<file path="config.mk">
export PLATFORM = sky130hd
export DESIGN_NAME = adc_sched_ctrl
export DESIGN_NICKNAME = d
export VERILOG_FILES = /design/src/rtl/adc_ctl_pkg.sv /design/src/rtl/adc_ctl_regs.sv /design/src/rtl/adc_period_timer.sv /design/src/rtl/adc_clk_div.sv /design/src/rtl/adc_sched_ctrl.sv
export SDC_FILE = /design/constraint.sdc
export NUM_CORES = 1
export LEC_CHECK = 0
export ABC_CLOCK_PERIOD_IN_PS = 2700
export BUFFER_PORTS_ARGS = -buffer_cell sky130_fd_sc_hd__buf_4
export CAP_MARGIN = 5
export CORE_ASPECT_RATIO = 1.75
export CORE_MARGIN = 3
export CORE_UTILIZATION = 52
export DETAILED_ROUTE_END_ITERATION = 10
export PLACE_DENSITY = 0.78
export SLEW_MARGIN = 20
export SYNTH_ARGS = -nofsm -noshare
export SYNTH_HDL_FRONTEND = slang
export SYNTH_SLANG_ARGS = --single-unit
</file>
<file path="constraint.sdc">
create_clock -name clk -period 2.7 [get_ports clk]
set_clock_uncertainty 0.15 [all_clocks]
set_input_delay 0.81 -clock clk [delete_from_list [all_inputs] [get_ports clk]]
set_output_delay 0.81 -clock clk [all_outputs]
set_load 0.02 [all_outputs]
</file>
<file path="src/rtl/adc_ctl_pkg.sv">
package adc_ctl_pkg;
  localparam int CFG_W    = 8;
  localparam int B_EN     = 0;
  localparam int B_IEN    = 1;
  localparam int B_REF    = 2;
  localparam int B_KEEP   = 3;
  localparam int B_DIV_LO = 4;
  localparam int B_BUSY   = 6;
  localparam int B_RDY    = 7;

  typedef enum logic [1:0] {
    DIV_1   = 2'b00,
    DIV_2   = 2'b01,
    DIV_4   = 2'b10,
    DIV_RSV = 2'b11
  } div_code_e;

  typedef struct packed {
    div_code_e div;
    logic      keep;
    logic      refb;
    logic      ien;
    logic      en;
  } cfg_t;

  // reserved code falls back to the undivided rate
  function automatic logic [2:0] div_ratio(div_code_e code);
    case (code)
      DIV_2:   return 3'd2;
      DIV_4:   return 3'd4;
      default: return 3'd1;
    endcase
  endfunction
endpackage

</file>
<file path="src/rtl/adc_ctl_regs.sv">
module adc_ctl_regs
  import adc_ctl_pkg::*;
#(
  parameter int RATE_W = 16,
  parameter logic [RATE_W-1:0] RATE_RST = 'h013F
) (
  input  logic              clk,
  input  logic              rst_n,
  input  logic              wr_en,
  input  logic              wr_sel,
  input  logic [RATE_W-1:0] wr_data,
  input  logic              res_rd,
  input  logic              start,
  input  logic              done,
  output cfg_t              cfg,
  output logic [RATE_W-1:0] rate,
  output logic              rate_wr,
  output logic              busy,
  output logic              ready
);
  cfg_t              cfg_q, cfg_d;
  logic [RATE_W-1:0] rate_q;
  logic              busy_q, busy_d;
  logic              rdy_q, rdy_d;
  logic              cfg_wr, accept;

  always_comb begin
    cfg_wr  = wr_en && !wr_sel;
    rate_wr = wr_en && wr_sel;
    accept  = busy_q && done;

    cfg_d      = cfg_q;
    cfg_d.en   = wr_data[B_EN];
    cfg_d.ien  = wr_data[B_IEN];
    cfg_d.refb = wr_data[B_REF];
    cfg_d.keep = wr_data[B_KEEP];
    cfg_d.div  = div_code_e'(wr_data[B_DIV_LO +: 2]);

    busy_d = busy_q;
    if (accept)        busy_d = 1'b0;
    else if (!cfg_q.en) busy_d = 1'b0;
    else if (start)    busy_d = 1'b1;

    rdy_d = rdy_q;
    if (accept)                                rdy_d = 1'b1;
    else if (res_rd || (cfg_wr && wr_data[B_RDY])) rdy_d = 1'b0;
  end

  always_ff @(posedge clk or negedge rst_n) begin
    if (!rst_n) begin
      cfg_q  <= '0;
      rate_q <= RATE_RST;
      busy_q <= 1'b0;
      rdy_q  <= 1'b0;
    end else begin
      if (cfg_wr)  cfg_q  <= cfg_d;
      if (rate_wr) rate_q <= wr_data;
      busy_q <= busy_d;
      rdy_q  <= rdy_d;
    end
  end

  assign cfg   = cfg_q;
  assign rate  = rate_q;
  assign busy  = busy_q;
  assign ready = rdy_q;
endmodule

</file>
<file path="src/rtl/adc_period_timer.sv">
module adc_period_timer #(
  parameter int RATE_W = 16,
  parameter logic [RATE_W-1:0] RATE_RST = 'h013F
) (
  input  logic              clk,
  input  logic              rst_n,
  input  logic              en,
  input  logic              busy,
  input  logic [RATE_W-1:0] rate,
  input  logic              load,
  input  logic [RATE_W-1:0] load_val,
  input  logic [RATE_W-1:0] lead,
  output logic              start,
  output logic              near
);
  logic [RATE_W-1:0] cnt_q, cnt_d;
  logic              zero;

  always_comb begin
    zero = (cnt_q == '0);
    if (load)      cnt_d = load_val;
    else if (!en)  cnt_d = rate;
    else if (zero) cnt_d = rate;
    else           cnt_d = cnt_q - 1'b1;
  end

  always_ff @(posedge clk or negedge rst_n) begin
    if (!rst_n) cnt_q <= RATE_RST;
    else        cnt_q <= cnt_d;
  end

  assign start = en && zero && !busy;
  assign near  = (cnt_q <= lead);
endmodule

</file>
<file path="src/rtl/adc_clk_div.sv">
module adc_clk_div
  import adc_ctl_pkg::*;
#(
  parameter int MAX_RATIO = 4,
  localparam int CW = $clog2(MAX_RATIO)
) (
  input  logic      clk,
  input  logic      rst_n,
  input  div_code_e code,
  output logic [2:0] ratio,
  output logic      clk_en
);
  logic [CW-1:0] phase_q;
  logic [CW-1:0] mask;

  always_comb begin
    ratio  = div_ratio(code);
    mask   = CW'(ratio - 3'd1);
    clk_en = ((phase_q & mask) == '0);
  end

  always_ff @(posedge clk or negedge rst_n) begin
    if (!rst_n) phase_q <= '0;
    else        phase_q <= phase_q + 1'b1;
  end
endmodule

</file>
<file path="src/rtl/adc_sched_ctrl.sv">
module adc_sched_ctrl
  import adc_ctl_pkg::*;
#(
  parameter int RATE_W = 16,
  parameter logic [RATE_W-1:0] RATE_RST = 'h013F,
  parameter int LEAD_ADC_CYC = 2
) (
  input  logic              clk,
  input  logic              rst_n,
  input  logic              wr_en,
  input  logic              wr_sel,
  input  logic [RATE_W-1:0] wr_data,
  input  logic              res_rd,
  input  logic              adc_done,
  output logic [CFG_W-1:0]  cfg_rd,
  output logic [RATE_W-1:0] rate_rd,
  output logic              adc_start,
  output logic              adc_clk_en,
  output logic              ana_pwr_en,
  output logic              ref_buf_en,
  output logic              irq
);
  cfg_t              cfg;
  logic [RATE_W-1:0] rate;
  logic              rate_wr, busy, ready, near;
  logic [2:0]        ratio;
  logic [RATE_W-1:0] lead;

  adc_ctl_regs #(.RATE_W(RATE_W), .RATE_RST(RATE_RST)) u_regs (
    .clk(clk), .rst_n(rst_n), .wr_en(wr_en), .wr_sel(wr_sel),
    .wr_data(wr_data), .res_rd(res_rd), .start(adc_start), .done(adc_done),
    .cfg(cfg), .rate(rate), .rate_wr(rate_wr), .busy(busy), .ready(ready)
  );

  adc_clk_div #(.MAX_RATIO(4)) u_div (
    .clk(clk), .rst_n(rst_n), .code(cfg.div), .ratio(ratio), .clk_en(adc_clk_en)
  );

  assign lead = RATE_W'(LEAD_ADC_CYC * int'(ratio));

  adc_period_timer #(.RATE_W(RATE_W), .RATE_RST(RATE_RST)) u_tmr (
    .clk(clk), .rst_n(rst_n), .en(cfg.en), .busy(busy), .rate(rate),
    .load(rate_wr), .load_val(wr_data), .lead(lead),
    .start(adc_start), .near(near)
  );

  always_comb begin
    cfg_rd                    = '0;
    cfg_rd[B_EN]              = cfg.en;
    cfg_rd[B_IEN]             = cfg.ien;
    cfg_rd[B_REF]             = cfg.refb;
    cfg_rd[B_KEEP]            = cfg.keep;
    cfg_rd[B_DIV_LO +: 2]     = cfg.div;
    cfg_rd[B_BUSY]            = busy;
    cfg_rd[B_RDY]             = ready;
  end

  assign rate_rd    = rate;
  assign ana_pwr_en = cfg.en && (cfg.keep || busy || near);
  assign ref_buf_en = cfg.refb;
  assign irq        = ready && cfg.ien;
endmodule

</file>
======== After elaboration in Yosys (flattened, before gate mapping) ========
Index checks and enable logic that the tools add are counted.
Widths: inputs -> output; s select.
operators by class
  add/subtract/negate cells ............... 3
  order comparisons ....................... 1
  equality and inequality tests ........... 3
  mux-type cells .......................... 9
  bitwise gates (word level) .............. 1
  reduce and logical (&&, ||, !) cells .... 16
operators by type and width
  kind                   count
  $mux 16                3
  $le 16x4->1            1
  $logic_not 16->1       1
  $sub 16x1->16 const B  1
  $logic_and 1x1->1      8
  $pmux 3 s2             1
  $mux 1                 5
  $logic_or 1x1->1       3
  $ne 3x3->1 const B     1
  $add 2x1->2 const B    1
  $and 2x2->2            1
  $eq 2x1->1 const B     1
  $eq 2x2->1 const B     1
  $logic_not 1->1        2
  $logic_not 2->1        1
  $reduce_bool 2->1      1
  $sub 2x1->2 const B    1
storage, ports and cells
  register bits ........................... 42
  input bits .............................. 22
  output and inout port bits .............. 29
  word-level logic and storage cells ...... 43

======== Depth between registers and ports, before layout ========
  depth in word-level cells ............... 6
  gate-level depth with buffers ........... 9
  gate-level depth less buffers ........... 9

======== Hierarchy ========
From an unflattened synthesis, not the netlist that was laid out.
unflattened totals
  cells, all modules ...................... 242
  area, all modules ....................... 2,611.3 um2
by module, submodules not included
  module            instances  cells an instance  area each (um2)  seq. area each (um2)
  adc_period_timer  1          169                1,482.7          409.1
  adc_ctl_regs      1          57                 964.7            609.3
  adc_clk_div       1          10                 122.6            50.0
  adc_sched_ctrl    1          6                  41.3             0.0

======== Worst setup path after synthesis ========
OpenSTA, ideal clock, no wires.
  kind .................................... reg-to-output
  from .................................... register u_regs.cfg_q (netlist bit u_regs.cfg[5])
  to ...................................... output port ana_pwr_en
  arrival ................................. 1.816 ns
  required time ........................... 1.740 ns
  path slack .............................. -0.076 ns
  stages on the path, launching flop included .. 10
  buffers on the path ..................... 0
  path through ............................ dfrtp_1 > inv_1 > ha_1 > inv_1 > ha_1 > nor2b_1 > o21a_1 > o21ai_0 > a311oi_1 > nor2b_1
between the ends
  word-level cells in the longest chain between the ends .. 5
  elaborated cells on any way between the ends .. 6
  those cells by class .................... 1 x order compare; 2 x eq/ne; 1 x mux; 2 x reduce/logical
ends and longest elaborated chain
  item                                      line                    RTL
  start, declared                           adc_ctl_regs.sv:21      cfg_t cfg_q, cfg_d;
  start signal, assigned                    adc_ctl_regs.sv:56      if (cfg_wr) cfg_q <= cfg_d;
  $eq 2x2->1 or $eq 2x1->1 (tied branches)  adc_ctl_pkg.sv:28       case (code)
  $pmux 3 s2 (*)                            adc_ctl_pkg.sv:28
  $le 16x4->1 (*)                           adc_period_timer.sv:33  assign near = (cnt_q <= lead);
  $logic_or 1x1->1 (*)                      adc_sched_ctrl.sv:59    assign ana_pwr_en = cfg.en && (cfg.keep || busy || near);
  $logic_and 1x1->1 (*)                     adc_sched_ctrl.sv:59
  end, declared                             adc_sched_ctrl.sv:19    output logic ana_pwr_en,
Mark *: on every way between the ends. The rest lies on a longest branch, timed or not.

======== Worst setup path in the final report ========
Same ends and word-level chain as after synthesis.

==> flow_summary.rst <==
.. list-table::
   :header-rows: 1

   * - Metric
     - Value
   * - Basic-gate share of the synthesized area counting and, or, nand and nor cells
     - a little over a fifth
   * - Status
     - finished with violations
   * - Die height
     - around 90 um
   * - Via count
     - approximately 1700
   * - Initial antenna violation count
     - 0
   * - Number of hold violations in the final report
     - 0
   * - Wire length of the first global-routing pass
     - 7950 um
   * - Number of maximum-capacitance constraint violations
     - 0
   * - Minimum setup slack in the final design
     - -0.261 ns
   * - Mean instance size in the synthesized netlist
     - about 10 um^2
   * - Deepest clock path buffer count
     - 2
   * - Gr usage total
     - about 22%
   * - Yosys warning total
     - 0
   * - Final Setup Violations
     - 1
   * - Largest net degree at the start of global routing
     - 43
   * - Worst voltage drop across the vdd grid
     - about 0.60 mV
   * - Routed wirelength normalized by instance count
     - around 15 um
   * - Type of the worst setup path
     - reg2out
   * - Combinational family with the most area after synthesis
     - simple AND/OR/NAND/NOR gates
   * - Post-synthesis net count
     - 238
   * - Clock slew seen by the registers of the worst setup and hold paths
     - approximately 0.080 ns
   * - Cells after synthesis
     - approximately 210
   * - IO buf count
     - 50
   * - Row count
     - 30
   * - Die X
     - 54.0 um
   * - Cell Area, Synth
     - 0.00210 mm^2
   * - Cts bufs inserted
     - 5
   * - Total count of max-transition violations in the final report
     - 0
   * - Initial Utilization
     - 54.3%
   * - Share of synthesized cell area in full adder, half adder and majority cells
     - under 10%
   * - Share of synthesized area occupied by flip-flops and latches
     - between 50% and 60%
   * - Final nets
     - about 300
   * - PwrDens
     - 728 mW/mm^2
   * - Post-detailed-route DRC marker count
     - 0
   * - Routed via count divided by cell count
     - 5.54
   * - Violation count after the first detailed-routing iteration
     - 35
   * - Type of element launching the critical path
     - flip-flop
   * - Unrepaired setup endpoints after global routing
     - yes
   * - Fraction of registers with async set or reset after synthesis
     - 100%
   * - Last weighted congestion value of the routability-driven placer
     - 0.811
   * - Data arrival time of the worst path
     - ~2.0 ns
   * - Root Buffer Master
     - sky130_fd_sc_hd__clkbuf_8
   * - Worst-path fanout max
     - 2
   * - Leakage power summed over all cells
     - 0.00129 uW
   * - Post-Route WL
     - about 4800 um
   * - Clock Latency Late Sink
     - about 0.3 ns
   * - Core box area
     - 0.00387 mm^2
   * - Least-Margin Pin Slew
     - 0.711 ns
   * - Aggregate global routing overflow
     - 0
   * - Area share of xor/xnor cells in the synthesized design
     - around 5.8%
   * - Area enclosed by the die boundary
     - between 0.004 and 0.005 mm^2
   * - TritonCTS clock tree
     - built
   * - Final-layout worst hold slack
     - between 0.3 and 0.4 ns
   * - Number of placed cells counting well taps
     - roughly 300
   * - Final design area excluding fillers
     - roughly 0.0028 mm^2
   * - Fin util
     - 71.8%
   * - Count of TritonRoute iterations in the first routing pass
     - 4
   * - Number of enable-type register cells in the synthesized netlist
     - 0
   * - Via count of the first global-routing pass
     - ~1800
   * - Placed Area
     - ~0.0026 mm^2
   * - Number of clock sinks seen by CTS
     - 42
   * - Number of library cell types mapped by synthesis
     - 38
   * - H-Tree Level Count
     - 2
   * - Worst min path class
     - reg2reg
   * - Number of ports placed on the die boundary
     - 51
   * - Violated checks
     - setup timing
   * - Number of antenna cells inserted
     - 0
   * - Placed wire-length estimate after detailed placement
     - approximately 3400 um
   * - Endpoint kind of the worst setup timing path
     - output pin
   * - Critical path required time
     - between 1.5 and 2 ns
   * - Post-synthesis to final-layout area growth
     - 32.1%
   * - Clock period minus worst slack
     - 2.96 ns
   * - CTS hold repair buffers
     - 0
   * - Normalized max-slew margin
     - a little over half
   * - Share of the clock period used by the worst path after layout
     - 110%
   * - Share of layout cells above drive strength 1
     - roughly two fifths
   * - Post-synthesis compound-gate area fraction
     - under 10%
   * - Dominant synthesized flop cell
     - sky130_fd_sc_hd__dfrtp_1
   * - Number of nets with antenna violations after routing
     - 0
   * - Number of non-filler instances in the completed layout
     - 314
   * - Flip-flop and latch count after synthesis
     - 42
   * - Maximum frequency from static timing analysis
     - between 300 and 400 MHz
   * - Mux cell area share after synthesis
     - 3.69%
-- layer usage --
layer  part of all wire (%)  global-route usage, %  up-vias
met2                     57                   39.7       42
li1                       -                      -      834
met5                      0                      0        -
met1                     37                   23.7      854
met4                    1.6                   7.69        0
met3                    4.3                   4.31        9
-- cell usage after synthesis (6+ instances only) --
library cell / number / area [um^2]
sky130_fd_sc_hd__nand2_1: 56 / 210
sky130_fd_sc_hd__dfrtp_1: 28 / 701
sky130_fd_sc_hd__dfstp_2: 14 / 368
sky130_fd_sc_hd__nand3_1: 9 / 45.0
sky130_fd_sc_hd__ha_1: 8 / 100
sky130_fd_sc_hd__inv_1: 8 / 30.0
sky130_fd_sc_hd__xor2_1: 8 / 70.1
sky130_fd_sc_hd__clkbuf_1: 7 / 26.3
sky130_fd_sc_hd__o211ai_1: 7 / 52.6
sky130_fd_sc_hd__mux2_2: 6 / 67.6
sky130_fd_sc_hd__o221ai_1: 6 / 52.6
sky130_fd_sc_hd__xnor2_1: 6 / 52.6
-- worst paths after layout --
| kind | startpoint | to | slack [ns] | cells after the start |
|---|---|---|---|---|
| setup / recovery | u_regs.cfg[5] | ana_pwr_en | -0.26 | 10 |
| hold / removal | u_div.phase_q[0] | u_div.phase_q[0] | 0.31 | 1 |
| setup reg to reg | u_tmr.cnt_q[2] | u_tmr.cnt_q[9] | 0.14 | 6 |
| hold reg to reg | u_div.phase_q[0] | u_div.phase_q[0] | 0.31 | 1 |
| max in group asynchronous | rst_n | u_regs.rate[0] | 1.69 | 1 |
| min in group asynchronous | rst_n | u_div.phase_q[0] | 0.33 | 1 |
-- final cells by class --
type                       instances  area, um^2
sequential                        42        1070
clock buffer                       5        68.8
multi-input combinational        146        1040
inverter                           8        30.0
timing repair buffer              62         469
fill                             289        1090
tap                               48        60.1
clock inverter                     3        40.0
-- power breakdown --
group / total (uW) / leakage (uW) / internal, uW / switching, uW
clock: 493 / 0.0000579 / 272 / 221
sequential: 874 / 0.000492 / 760 / 113
combinational: 655 / 0.000742 / 322 / 333
-- repair_timing --
| action | in CTS | in global routing |
|---|---|---|
| setup buffers | 2 | 0 |
| pin swaps | 4 | 3 |
| endpoints found under the setup margin | 2 | 2 |
| gates resized for setup | 10 | 10 |
-- state kept, by name, indices dropped and copies added (netlist names) --
register and flops:
u_regs.rate 16, u_div.phase_q 2, u_regs.busy 1, u_tmr.cnt_q 16, u_regs.cfg 6, u_regs.ready 1
-- stage by stage --
step | power, uW | setup slack [ns] | setup TNS (ns)
6_report | 2020 | -0.261 | -0.261
5_1_grt | 2140 | -0.353 | -0.385
4_1_cts | 1990 | -0.275 | -0.275
3_5_place_dp | 1450 | -0.0395 | -0.0395
3_3_place_gp | 1440 | -0.00381 | -0.00381
2_1_floorplan | 1220 | 0.00443 | 0
-- layout by cell type (no fill, tap or decap), drive strengths merged, types with 3 or more instances in the layout --
master and n:
nor3b 3, o211ai 7, o221ai 7, and2 5, xnor2 6, nand2 56, nor4 4, ha 8
nand3 9, or4 3, nor2 5, dfstp 14, buf 62, dfrtp 28, mux2 6, inv 8
clkbuf 5, xor2 8
-- critical path, cell delays in order (launching register included) --
cell and delay, ns:
sky130_fd_sc_hd__dfrtp_1 0.38, sky130_fd_sc_hd__inv_1 0.06, sky130_fd_sc_hd__ha_2 0.17, sky130_fd_sc_hd__inv_2 0.04, sky130_fd_sc_hd__ha_4 0.25, sky130_fd_sc_hd__nor2b_4 0.12
sky130_fd_sc_hd__o21a_1 0.12, sky130_fd_sc_hd__o21ai_2 0.06, sky130_fd_sc_hd__a311oi_2 0.28, sky130_fd_sc_hd__nor2b_2 0.07, sky130_fd_sc_hd__buf_6 0.13
-- cells by family after synthesis --
kind of cell    after synthesis
simple gates                 94
flops                        42
compound gates               23
buf+inv                      20
xor+xnor                     14
fa+ha+maj                     8
mux                           7
(Power assumes the default switching activity.)
